`src/rtl/ifseq_pkg.sv`:
```
package ifseq_pkg;

    localparam logic [5:0] OP_END  = 6'h22;
    localparam logic [5:0] OP_IFC  = 6'h28;
    localparam logic [5:0] OP_LOOP = 6'h29;
    localparam logic [5:0] OP_CMPA = 6'h2E;
    localparam logic [5:0] OP_CMPB = 6'h2F;

    typedef enum logic [2:0] {
        ST_IDLE,
        ST_RUN,
        ST_DONE,
        ST_OVF,
        ST_BADOP
    } seq_state_e;

    typedef enum logic [1:0] {
        CM_ANY   = 2'd0,
        CM_BOTH  = 2'd1,
        CM_XONLY = 2'd2,
        CM_YONLY = 2'd3
    } cond_mode_e;

    function automatic logic op_known(input logic [5:0] op);
        return (op < 6'h20) || (op == OP_END) || (op == OP_IFC) ||
               (op == OP_LOOP) || (op == OP_CMPA) || (op == OP_CMPB);
    endfunction

endpackage

```
`src/rtl/ifseq_cond.sv`:
```
module ifseq_cond
    import ifseq_pkg::*;
(
    input  cond_mode_e mode,
    input  logic       ref_x,
    input  logic       ref_y,
    input  logic       flag_x,
    input  logic       flag_y,
    output logic       taken
);
    logic hit_x, hit_y;

    assign hit_x = (flag_x == ref_x);
    assign hit_y = (flag_y == ref_y);

    always_comb begin
        unique case (mode)
            CM_ANY:   taken = hit_x | hit_y;
            CM_BOTH:  taken = hit_x & hit_y;
            CM_XONLY: taken = hit_x;
            CM_YONLY: taken = hit_y;
        endcase
    end
endmodule

```
`src/rtl/ifseq_stack.sv`:
```
module ifseq_stack #(
    parameter int DEPTH = 8,
    parameter int PC_W  = 9
) (
    input  logic                         clk,
    input  logic                         rst_n,
    input  logic                         clr,
    input  logic                         push,
    input  logic                         pop,
    input  logic [PC_W-1:0]              push_end,
    input  logic [PC_W-1:0]              push_res,
    output logic [PC_W-1:0]              top_end,
    output logic [PC_W-1:0]              top_res,
    output logic [$clog2(DEPTH+1)-1:0]   count
);
    localparam int CNT_W = $clog2(DEPTH + 1);
    localparam int IDX_W = (DEPTH > 1) ? $clog2(DEPTH) : 1;

    logic [PC_W-1:0]  end_mem [DEPTH];
    logic [PC_W-1:0]  res_mem [DEPTH];
    logic [IDX_W-1:0] wr_idx, top_idx;

    assign wr_idx  = IDX_W'(count);
    assign top_idx = IDX_W'(count - CNT_W'(1));

    always_ff @(posedge clk or negedge rst_n) begin
        if (!rst_n) begin
            count <= '0;
        end else if (clr) begin
            count <= '0;
        end else if (push && !pop) begin
            count <= count + CNT_W'(1);
        end else if (pop && !push) begin
            count <= count - CNT_W'(1);
        end
    end

    generate
        for (genvar g = 0; g < DEPTH; g++) begin : g_slot
            always_ff @(posedge clk or negedge rst_n) begin
                if (!rst_n) begin
                    end_mem[g] <= '0;
                    res_mem[g] <= '0;
                end else if (push && !pop && !clr && wr_idx == IDX_W'(g)) begin
                    end_mem[g] <= push_end;
                    res_mem[g] <= push_res;
                end
            end
        end
    endgenerate

    assign top_end = end_mem[top_idx];
    assign top_res = res_mem[top_idx];
endmodule

```
`src/rtl/ifseq_top.sv`:
```
module ifseq_top
    import ifseq_pkg::*;
#(
    parameter int DEPTH = 8,
    parameter int PC_W  = 9
) (
    input  logic            clk,
    input  logic            rst_n,
    input  logic            start,
    input  logic [31:0]     instr,
    input  logic            flag_x,
    input  logic            flag_y,
    input  logic            loop_jump,
    input  logic [PC_W-1:0] loop_pc,
    output logic [PC_W-1:0] pc,
    output logic            busy,
    output logic            done,
    output logic            ovf_err,
    output logic            bad_op
);
    localparam int CNT_W = $clog2(DEPTH + 1);
    localparam logic [CNT_W-1:0] FULL = CNT_W'(DEPTH);

    seq_state_e       state_q, state_d;
    logic [PC_W-1:0]  pc_q, pc_d;

    logic [5:0]       opcode;
    logic             is_end, is_ifc, known, taken;
    logic [PC_W-1:0]  dest_pc, res_pc, step_pc, after_pc;
    logic [PC_W-1:0]  top_end, top_res, eff_end, eff_res;
    logic [CNT_W-1:0] stk_cnt;
    logic             stk_full, push_req, ovf_hit, eff_nz, end_hit;
    logic             push, pop;
    logic             unused_bits;

    assign opcode      = instr[31:26];
    assign is_end      = (opcode == OP_END);
    assign is_ifc      = (opcode == OP_IFC);
    assign known       = op_known(opcode);
    assign dest_pc     = PC_W'(instr[21:10]);
    assign res_pc      = PC_W'({1'b0, instr[21:10]} + 13'(instr[7:0]));
    assign unused_bits = ^instr[9:8];

    ifseq_cond i_cond (
        .mode   (cond_mode_e'(instr[23:22])),
        .ref_x  (instr[24]),
        .ref_y  (instr[25]),
        .flag_x (flag_x),
        .flag_y (flag_y),
        .taken  (taken)
    );

    ifseq_stack #(.DEPTH(DEPTH), .PC_W(PC_W)) i_stack (
        .clk      (clk),
        .rst_n    (rst_n),
        .clr      (start),
        .push     (push),
        .pop      (pop),
        .push_end (dest_pc),
        .push_res (res_pc),
        .top_end  (top_end),
        .top_res  (top_res),
        .count    (stk_cnt)
    );

    // Decode of one instruction: advance, branch, push, end-of-block match
    assign stk_full = (stk_cnt == FULL);
    assign push_req = is_ifc && taken && !stk_full;
    assign ovf_hit  = is_ifc && taken && stk_full;
    assign step_pc  = pc_q + PC_W'(1);
    assign after_pc = (is_ifc && !taken) ? dest_pc : step_pc;
    assign eff_nz   = push_req || (stk_cnt != '0);
    assign eff_end  = push_req ? dest_pc : top_end;
    assign eff_res  = push_req ? res_pc  : top_res;
    assign end_hit  = eff_nz && (after_pc == eff_end);

    always_comb begin
        state_d = state_q;
        pc_d    = pc_q;
        push    = 1'b0;
        pop     = 1'b0;
        unique case (state_q)
            ST_RUN: begin
                if (is_end) begin
                    state_d = ST_DONE;                 // stop
                end else if (!known) begin
                    state_d = ST_BADOP;                // reject
                end else if (ovf_hit) begin
                    state_d = ST_OVF;                  // overflow
                end else begin                         // step
                    push = push_req;
                    if (loop_jump) begin
                        pc_d = loop_pc;
                    end else if (end_hit) begin
                        pc_d = eff_res;
                        pop  = 1'b1;
                    end else begin
                        pc_d = after_pc;
                    end
                end
            end
            ST_IDLE, ST_DONE, ST_OVF, ST_BADOP: ;
        endcase
        if (start) begin                               // go
            state_d = ST_RUN;
            pc_d    = '0;
            push    = 1'b0;
            pop     = 1'b0;
        end
    end

    always_ff @(posedge clk or negedge rst_n) begin
        if (!rst_n) begin
            state_q <= ST_IDLE;
            pc_q    <= '0;
        end else begin
            state_q <= state_d;
            pc_q    <= pc_d;
        end
    end

    always_comb begin
        busy    = 1'b0;
        done    = 1'b0;
        ovf_err = 1'b0;
        bad_op  = 1'b0;
        unique case (state_q)
            ST_IDLE:  ;
            ST_RUN:   busy    = 1'b1;
            ST_DONE:  done    = 1'b1;
            ST_OVF:   ovf_err = 1'b1;
            ST_BADOP: bad_op  = 1'b1;
        endcase
    end

    assign pc = pc_q;
endmodule

```
`config.mk`:
```
export PLATFORM = sky130hd
export DESIGN_NAME = ifseq_top
export DESIGN_NICKNAME = d
export VERILOG_FILES = /design/src/rtl/ifseq_pkg.sv /design/src/rtl/ifseq_cond.sv /design/src/rtl/ifseq_stack.sv /design/src/rtl/ifseq_top.sv
export SDC_FILE = /design/constraint.sdc
export NUM_CORES = 1
export LEC_CHECK = 0
export BUFFER_PORTS_ARGS = -buffer_cell sky130_fd_sc_hd__buf_4
export CAP_MARGIN = 20
export CORE_MARGIN = 1
export CORE_UTILIZATION = 23
export CTS_BUF_LIST = sky130_fd_sc_hd__clkbuf_16
export DETAILED_ROUTE_END_ITERATION = 10
export SLEW_MARGIN = 20
export SYNTH_ARGS = -nofsm -noshare
export SYNTH_HDL_FRONTEND = slang
export SYNTH_HIERARCHICAL = 1
export SYNTH_SLANG_ARGS = --single-unit
```
`constraint.sdc`:
```
create_clock -name clk -period 6.7 [get_ports clk]
set_input_delay 0.335 -clock clk [delete_from_list [all_inputs] [get_ports clk]]
set_output_delay 0.335 -clock clk [all_outputs]
set_load 0.03 [all_outputs]
```
==> flow_summary.toml, run 1 <==
[worst_setup_path]
startpoint = "i_stack/count[1]$_DFFE_PN0P_"
required_ns = 7.02
cp_cell_sequence = "inv_1 -> ha_1 -> mux4_2 -> mux2_2 -> xor2_1 -> a2111oi_0 -> and3_1 -> o221ai_1 -> a211o_2 -> or4_1 -> nor2_1 -> inv_1 -> ha_1 -> nor2b_2 -> and3_1 -> buf_4 -> mux2_2"
r2r_slack_ns = 0.65
worstSetupEndpoint = "i_stack/res_mem[46]$_DFFE_PN0P_"
r2r-end = "i_stack/res_mem[46]$_DFFE_PN0P_"
cp_slowest_cell = "ha_1"
ff2ff_path_depth = 17
crit_type = "reg2reg"
crit_path_max_incr_delay_ns = 0.88
cp-end-kind = "register"
timing.rr.start = "i_stack/count[1]$_DFFE_PN0P_"
cp_max_fo = 15
crit_arrival_ns = 6.37
cp-start-kind = "register"

[yosys]
synth.avg_cell_area_sq_um = 13.8
synthCells = 637
synth_edf_count = 0
async_flop_share = 1.00
ys_seq_area_frac = 0.454
synth-warning-count = 6
syn_nets = 702
ys.flop_type = "dfrtp_1"
yosys_register_bits = 160
ys_types = 71
netlist_area_sq_um = 8810

[global_route]
antenna_found_initial = 1
grt_max_degree = 86
grt_pass1_wl_microns = 34500
grt-ovfl-total = 0
grt_use_total = 0.120
first_global_vias = 5609

[worst_hold_path]
hp-start = "loop_pc[4]"
min-delay-path-class = "in2reg"

[cts]
cts_buffers = 17
post_cts_buffers = 0
insertion_delay_ns = 0.43
clockRootBuffer = "clkbuf_16"
cts.sinks = 160
path_clk_slew_ns = 0.06
cts_resized = 0
ctsHoldBuffers = 1
ctsHtreeMaxLevel = 4
cts_tree = "built"
clk_path_buf_depth = 2

[timing]
tns_ns = 0
post-route-min-period_ns = 6.05
timing.hold.ws_ns = 0.149
max_freq_ghz = 0.165
setup_viol = 0
rsz0062_at_grt = "no"
slew_violations = 0
max-slew-margin-rel = 0.418
skew_ns = 0.00803
finalCritPeriodShare = 0.903
hold_viol_final = 0
tightest_slew_ns = 0.873

[floorplan]
die_h_microns = 198
rows = 71
die_w_microns = 198
start_util = 0.234
core_region_area_sq_um = 37700
pin_count = 60
die-area_sq_um = 39100

[power_and_ir_drop]
powerDensity_nw_per_um2 = 204
seq_power_share = 0.473
p_comb_frac = 0.103
ir_drop_uv = 163
pwr-share-clk = 0.424
leakage_nw = 4.82
internal_power_mw = 1.56
sw_frac_of_total = 0.257
netSwitchingPower_uw = 539
p_total_mw = 2.10

[routing]
drtPass1Iterations = 4
wl_microns = 22200
route.detailed.drc = 0
drt_iter0_drc = 367
vias_per_cell = 4.48
vias = 5453
detail-route-antenna-nets = 0
wire_per_inst_microns = 18.2

[placement]
place_congestion = 0.806
dpl.hpwl_microns = 14900
io_buffers = 54

[final_layout]
final_cell_mix = "mux2_2, dfrtp_1, buf_4"
finalNetCount = 759
final_common_cell = "mux2_2"
n_antenna_cell = 0
drive_gt1_frac = 0.455
syn_to_final_growth_pct = 16.6

[run]
drv_cap = 0

[run_status]
status = "complete, no violations"
worst max-delay path: cells and delay by family, from the launching register on:
kind / cells / cell delay [ns]
muxes: 3 / 1.02
AOI/OAI and AO/OA: 3 / 0.85
adders and majority gates: 2 / 1.20
and+or+nand+nor: 5 / 1.74
DFF: 1 / 0.47
xor gates and xnor gates: 1 / 0.15
buffers and inverters: 3 / 0.50
cells in the mapped netlist, types with 4 or more instances:
master | n | area (sq um)
nor3_1 | 7 | 35.0
nor2_1 | 25 | 93.8
nand3_1 | 5 | 25.0
xnor2_1 | 16 | 140
dfrtp_1 | 160 | 4000
a21o_1 | 7 | 52.6
ha_1 | 17 | 213
o21bai_1 | 4 | 30.0
a22oi_1 | 8 | 60.1
inv_1 | 12 | 45.0
mux4_2 | 36 | 811
buf_6 | 4 | 45.0
xor2_1 | 22 | 193
nor3b_1 | 4 | 30.0
a21oi_1 | 14 | 70.1
buf_2 | 13 | 65.1
mux2i_1 | 12 | 120
mux2_2 | 169 | 1900
nand2_1 | 11 | 41.3
o21ai_0 | 9 | 45.0
buf_4 | 8 | 60.1
final cells by class:
class                      instances  area [sq um]
sequential                       160          4010
tap                              511           639
fill                            3910         27400
multi-input combinational        435          4540
inverter                          12          45.0
clock inverter                    14           104
clock buffer                      17           425
timing repair buffer              68           520
how the worst min path moves through the flow:
stage	end	slack, ns	cells after the start
global placement	i_stack/res_mem[19]$_DFFE_PN0P_	0.41	1
detailed placement	i_stack/res_mem[28]$_DFFE_PN0P_	0.42	1
global route	pc[5]$_DFFE_PN0P_	0.16	3
CTS	pc[4]$_DFFE_PN0P_	0.14	3
finish	pc[4]$_DFFE_PN0P_	0.15	3
floorplan	i_stack/count[0]$_DFFE_PN0P_	0.04	0
kinds of logic after synthesis:
group | count (synthesis) | synth area share
DFF | 160 | 0.454
adders and majority gates | 18 | 0.0264
xor gates and xnor gates | 44 | 0.0518
buffers and inverters | 42 | 0.0307
muxes | 219 | 0.325
and+or+nand+nor | 86 | 0.0599
AOI/OAI and AO/OA | 68 | 0.0520
power groups by stage:
stage / Sequential [mW] / Clock, mW / Combinational [mW]
2_1_floorplan: 1.01 / 0 / 0.113
5_1_grt: 0.994 / 0.952 / 0.237
6_report: 0.992 / 0.890 / 0.215
3_5_place_dp: 1.01 / 0 / 0.217
3_3_place_gp: 1.01 / 0 / 0.214
4_1_cts: 0.992 / 0.910 / 0.218
state kept, by name, summed over array words and instances, names as in the netlist:
name	count
i_stack/res_mem	72
i_stack/end_mem	72
i_stack/count	4
pc	9
state_q	3
stage by stage:
stage | setup WS, ns | utilization | cells | cell area [sq um]
5_1_grt | 0.329 | 0.273 | 1217 | 10300
3_5_place_dp | 0.651 | 0.258 | 1185 | 9730
3_3_place_gp | 0.674 | 0.258 | 1185 | 9730
2_1_floorplan | 1.17 | - | 637 | 8810
6_report | 0.649 | 0.273 | 1217 | 10300
4_1_cts | 0.623 | 0.273 | 1217 | 10300
metal layers:
layer / share of wire / track usage / wire (microns) / up-vias
li1: - / - / - / 2480
met1: 0.46 / 0.161 / 10300 / 2850
met2: 0.48 / 0.189 / 10700 / 97
met3: 0.036 / 0.0245 / 797 / 24
met4: 0.019 / 0.0454 / 431 / 2
met5: 0.00059 / 0 / 13 / -
Note: power is estimated with default switching activity, not from simulation.
==> run 2: changes to the inputs <==
--- a/config.mk
+++ b/config.mk
@@ -11,6 +11,7 @@
 export CORE_UTILIZATION = 23
 export CTS_BUF_LIST = sky130_fd_sc_hd__clkbuf_16
 export DETAILED_ROUTE_END_ITERATION = 10
+export MAX_ROUTING_LAYER = met4
 export SLEW_MARGIN = 20
 export SYNTH_ARGS = -nofsm -noshare
 export SYNTH_HDL_FRONTEND = slang
==> run 2 against run 1 <==
  * Clock power barely moved
  * Total power barely moved
  * First-iteration DRC count rose by 5.7%
  * Routed wire length is 0.42% higher
  * Non-clock buffer count did not move
  * Highest routed layer is now met4
  * Global-route usage grew 0.37 points
  * Critical endpoint unchanged
  * Via count fell by 1.3%
  * Final cell count barely moved
==> flow_summary.toml, run 2 (synthesized netlist as in run 1, its figures left out) <==
[run_status]
status = "complete, no violations"

[cts]
insertion_delay_ns = 0.43
ctsHtreeMaxLevel = 4
clk_path_buf_depth = 2
cts_buffers = 17
cts.sinks = 160
cts_tree = "built"
path_clk_slew_ns = 0.06
clockRootBuffer = "clkbuf_16"
cts_resized = 0

[final_layout]
n_fill_cell = 3910
register_area_sq_um = 4010
drive_gt1_frac = 0.455
finalNetCount = 759
final_common_cell = "mux2_2"
post-route-util = 0.273
multi_input_area_sq_um = 4540
final_cell_mix = "mux2_2, dfrtp_1, buf_4"
syn_to_final_growth_pct = 16.7

[routing]
vias_per_cell = 4.42
drt_iter0_drc = 388
drtPass1Iterations = 4
wire_per_inst_microns = 18.3
vias = 5381
route.detailed.drc = 0
wl_microns = 22300
detail-route-antenna-nets = 0

[global_route]
grt_use_total = 0.124
grt_pass1_wl_microns = 34500
antenna_found_initial = 1
first_global_vias = 5621
grt_max_degree = 86
grt-ovfl-total = 0

[worst_setup_path]
ff2ff_path_depth = 17
cp_slowest_cell = "ha_1"
crit_path_max_incr_delay_ns = 0.87
cp-end-kind = "register"
crit_type = "reg2reg"
cp_max_fo = 15
cp.buffers_inverters = 3
cp-start-kind = "register"
required_ns = 7.02
timing.rr.start = "i_stack/count[1]$_DFFE_PN0P_"
cp_cell_sequence = "inv_1 -> ha_1 -> mux4_2 -> mux2_2 -> xor2_1 -> a2111oi_0 -> and3_1 -> o221ai_1 -> a211o_2 -> or4_1 -> nor2_1 -> inv_1 -> ha_1 -> nor2b_2 -> and3_1 -> buf_4 -> mux2_2"
crit_family = "simple AND/OR/NAND/NOR gates"
crit_arrival_ns = 6.36
r2r_slack_ns = 0.65
r2r-end = "i_stack/res_mem[46]$_DFFE_PN0P_"

[timing]
post-route-min-period_ns = 6.05
rsz0062_at_grt = "no"
finalCritPeriodShare = 0.903
hold_viol_final = 0
skew_ns = 0.00766
tightest_slew_ns = 0.862
setup_viol = 0
max-slew-margin-rel = 0.425
slew_violations = 0
tns_ns = 0
max_freq_ghz = 0.165

[power_and_ir_drop]
leakage_nw = 4.82
ir_drop_uv = 163
powerDensity_nw_per_um2 = 204
p_total_mw = 2.10

[placement]
io_buffers = 54
dpl.hpwl_microns = 14900
place_congestion = 0.820

[worst_hold_path]
hold_depth = 3
hp-start = "loop_pc[4]"
min_to = "pc[4]$_DFFE_PN0P_"
min-delay-path-class = "in2reg"

[floorplan]
die_h_microns = 198
rows = 71
start_util = 0.234
pin_count = 60
core_region_area_sq_um = 37700
die-area_sq_um = 39100
die_w_microns = 198

[run]
drv_cap = 0
-- run 2: changes by cell type in the layout (fill, tap and decap cells not counted), sizes merged --
cell,before,now
diode,0,1
-- run 2: cell type report --
cell class	instances	area share
clock buffer	17	0.0414
tap	511	0.0622
timing repair buffer	68	0.0506
clock inverter	14	0.0101
sequential	160	0.390
multi-input combinational	435	0.441
antenna	1	0.000243
inverter	12	0.00438
-- run 2: what timing repair did --
| action | in CTS | in global routing |
|---|---|---|
| hold endpoints to repair | 75 | 0 |
| setup endpoints to repair | 0 | 0 |
| setup buffers | 0 | 0 |
| hold buffers | 1 | 0 |
-- run 2: worst max-delay path by stage --
stage / from / end / depth (start not counted)
detailed placement: i_stack/count[1]$_DFFE_PN0P_ / i_stack/res_mem[49]$_DFFE_PN0P_ / 17
CTS: i_stack/count[1]$_DFFE_PN0P_ / i_stack/end_mem[53]$_DFFE_PN0P_ / 17
floorplan: i_stack/count[0]$_DFFE_PN0P_ / i_stack/count[3]$_DFFE_PN0P_ / 22
global route: i_stack/count[1]$_DFFE_PN0P_ / i_stack/end_mem[53]$_DFFE_PN0P_ / 17
global placement: i_stack/count[1]$_DFFE_PN0P_ / i_stack/res_mem[46]$_DFFE_PN0P_ / 17
finish: i_stack/count[1]$_DFFE_PN0P_ / i_stack/res_mem[46]$_DFFE_PN0P_ / 17
-- run 2: metrics by stage --
step | cells | setup slack [ns] | cell area [sq um] | hold WS [ns]
after CTS | 1217 | 0.623 | 10300 | 0.137
final | 1218 | 0.652 | 10300 | 0.156
after floorplan | 637 | 1.17 | 8810 | 0.0394
after detailed placement | 1185 | 0.651 | 9730 | 0.417
after global placement | 1185 | 0.674 | 9730 | 0.407
after global routing | 1218 | 0.331 | 10300 | 0.156
-- run 2: per-layer routing --
| metal | up-vias | global-route usage | routed length [microns] |
|---|---|---|---|
| met5 | - | - | 0 |
| met4 | 0 | 0.0454 | 455 |
| met3 | 24 | 0.0252 | 865 |
| met2 | 78 | 0.188 | 10700 |
| met1 | 2798 | 0.162 | 10200 |
| li1 | 2481 | - | - |
-- run 2: worst reg2reg max path: cells and delay by family, from the launching register on --
kind | cells | cell delay [ns]
and+or+nand+nor | 5 | 1.75
adders and majority gates | 2 | 1.20
muxes | 3 | 1.03
AOI/OAI and AO/OA | 3 | 0.85
buffers and inverters | 3 | 0.50
DFF | 1 | 0.47
xor gates and xnor gates | 1 | 0.15
-- run 2: power breakdown --
group | total [mW] | switching [mW] | internal [mW]
logic | 0.216 | 0.136 | 0.0804
registers | 0.992 | 0.0149 | 0.978
clock network | 0.890 | 0.389 | 0.500
==> run 3: changes to the inputs <==
--- a/config.mk
+++ b/config.mk
@@ -7,7 +7,7 @@
 export LEC_CHECK = 0
 export BUFFER_PORTS_ARGS = -buffer_cell sky130_fd_sc_hd__buf_4
 export CAP_MARGIN = 20
-export CORE_MARGIN = 1
+export CORE_MARGIN = 3
 export CORE_UTILIZATION = 23
 export CTS_BUF_LIST = sky130_fd_sc_hd__clkbuf_16
 export DETAILED_ROUTE_END_ITERATION = 10
==> run 3 against run 2 <==
  * Sequential power hardly changed
  * Worst setup slack better by 0.27 ns
  * Clock power is 20% higher
  * First-iteration DRC count is 0.52% lower
  * Worst hold slack worse by 0.026 ns
  * Total power is 8.7% higher
  * Clock skew is 0.0051 ns higher
  * Combinational power hardly changed
  * Critical path type unchanged
  * Largest cell class unchanged
==> flow_summary.toml, run 3 (synthesized netlist as in run 1, its figures left out) <==
[worst_hold_path]
min_to = "pc[1]$_DFFE_PN0P_"
min-delay-path-class = "in2reg"
hp-start = "loop_pc[1]"
hold_depth = 3

[cts]
cts_tree = "built"
ctsHtreeMaxLevel = 4
cts.sinks = 160
clockRootBuffer = "clkbuf_16"
path_clk_slew_ns = 0.07
cts_buffers = 17
insertion_delay_ns = 0.43
clk_path_buf_depth = 2

[floorplan]
die_w_microns = 202
die_h_microns = 202
core_region_area_sq_um = 37700
pin_count = 60
start_util = 0.234
rows = 71
die-area_sq_um = 40700

[timing]
hold_viol_final = 0
post-route-min-period_ns = 5.78
finalCritPeriodShare = 0.863
tightest_slew_ns = 0.806
tns_ns = 0
slew_violations = 0
skew_ns = 0.0127
max-slew-margin-rel = 0.462
rsz0062_at_grt = "no"
timing.hold.ws_ns = 0.130
max_freq_ghz = 0.173
setup_viol = 0

[routing]
detail-route-antenna-nets = 0
wl_microns = 22500
wire_per_inst_microns = 18.5
vias = 5486
drtPass1Iterations = 4
vias_per_cell = 4.51
drt_iter0_drc = 386
route.detailed.drc = 0

[final_layout]
syn_to_final_growth_pct = 18.1
post-route-util = 0.276
n_antenna_cell = 0
drive_gt1_frac = 0.460
final_common_cell = "mux2_2"
finalNetCount = 758
final_cell_mix = "mux2_2, dfrtp_1, buf_4"

[global_route]
grt_pass1_wl_microns = 35000
grt-ovfl-total = 0
grt_use_total = 0.117
grt_max_degree = 85
first_global_vias = 5738
antenna_found_initial = 0

[worst_setup_path]
startpoint = "i_stack/count[1]$_DFFE_PN0P_"
required_ns = 7.01
r2r-end = "i_stack/end_mem[17]$_DFFE_PN0P_"
ff2ff_path_depth = 16
cp-end-kind = "register"
timing.rr.start = "i_stack/count[1]$_DFFE_PN0P_"
crit_arrival_ns = 6.09
cp_max_fo = 18
crit_type = "reg2reg"
cp-start-kind = "register"
r2r_slack_ns = 0.92

[placement]
place_congestion = 0.833
io_buffers = 54
dpl.hpwl_microns = 15000

[run_status]
status = "complete, no violations"

[power_and_ir_drop]
leakage_nw = 4.87
powerDensity_nw_per_um2 = 219
ir_drop_uv = 161

[run]
drv_cap = 0
[run 3: cell types whose count changed in the layout (fill, tap and decap cells not counted), sizes merged]
cell	delta
diode	-1
clkinv	-1
clkinvlp	-3
inv	+2
buf	-1
bufinv	+3
[run 3: through the flow]
stage	worst slack, ns	cells	power, mW	area, sq um
2_1_floorplan	1.17	637	1.13	8810
3_3_place_gp	0.992	1184	1.23	9740
3_5_place_dp	0.947	1184	1.23	9740
4_1_cts	0.938	1217	2.30	10400
5_1_grt	0.665	1217	2.37	10400
6_report	0.918	1217	2.28	10400
[run 3: how the worst max path moves through the flow]
stage	slack, ns	cells past startpoint	endpoint
after floorplan	1.17	22	i_stack/count[3]$_DFFE_PN0P_
after global placement	0.99	17	i_stack/end_mem[16]$_DFFE_PN0P_
after detailed placement	0.95	17	i_stack/end_mem[16]$_DFFE_PN0P_
after CTS	0.94	17	i_stack/res_mem[17]$_DFFE_PN0P_
after global routing	0.67	16	i_stack/end_mem[13]$_DFFE_PN0P_
final	0.92	16	i_stack/end_mem[17]$_DFFE_PN0P_
[run 3: report_power, final]
group | total (mW) | switching (mW) | internal (mW)
combinational | 0.216 | 0.135 | 0.0805
clock | 1.07 | 0.434 | 0.637
sequential | 0.992 | 0.0154 | 0.977
total | 2.28 | 0.585 | 1.69
[run 3: layout make-up]
| cell class | count | area (sq um) |
|---|---|---|
| multi-input combinational | 435 | 4540 |
| tap | 511 | 639 |
| inverter | 12 | 45.0 |
| fill | 3894 | 27300 |
| clock buffer | 17 | 425 |
| timing repair buffer | 67 | 526 |
| sequential | 160 | 4010 |
| clock inverter | 15 | 224 |
[run 3: worst max-delay path, stage by stage (launching register included)]
cell and delay [ns]:
dfrtp_1 0.49, inv_1 0.13, ha_1 0.25, xor2_2 0.64
mux2_2 0.46, xor2_1 0.15, a2111oi_0 0.36, and3_1 0.20
o221ai_1 0.11, a211o_2 0.36, or4_1 0.73, nor2_1 0.18
inv_1 0.06, ha_1 0.33, nor2b_2 0.25, nand3_2 0.53
mux2_2 0.41
[run 3: repair_timing]
action,CTS,global route
hold buffers,1,0
gates resized for setup,0,0
endpoints found under the setup margin,0,0
setup buffers,0,0
hold endpoints to repair,76,0
[run 3: routing by layer]
metal | global-route usage | wire [microns] | vias up
met4 | 0.0316 | 265 | 0
met5 | - | 0 | -
li1 | - | - | 2493
met3 | 0.0257 | 830 | 14
met1 | 0.152 | 10400 | 2898
met2 | 0.185 | 11000 | 81
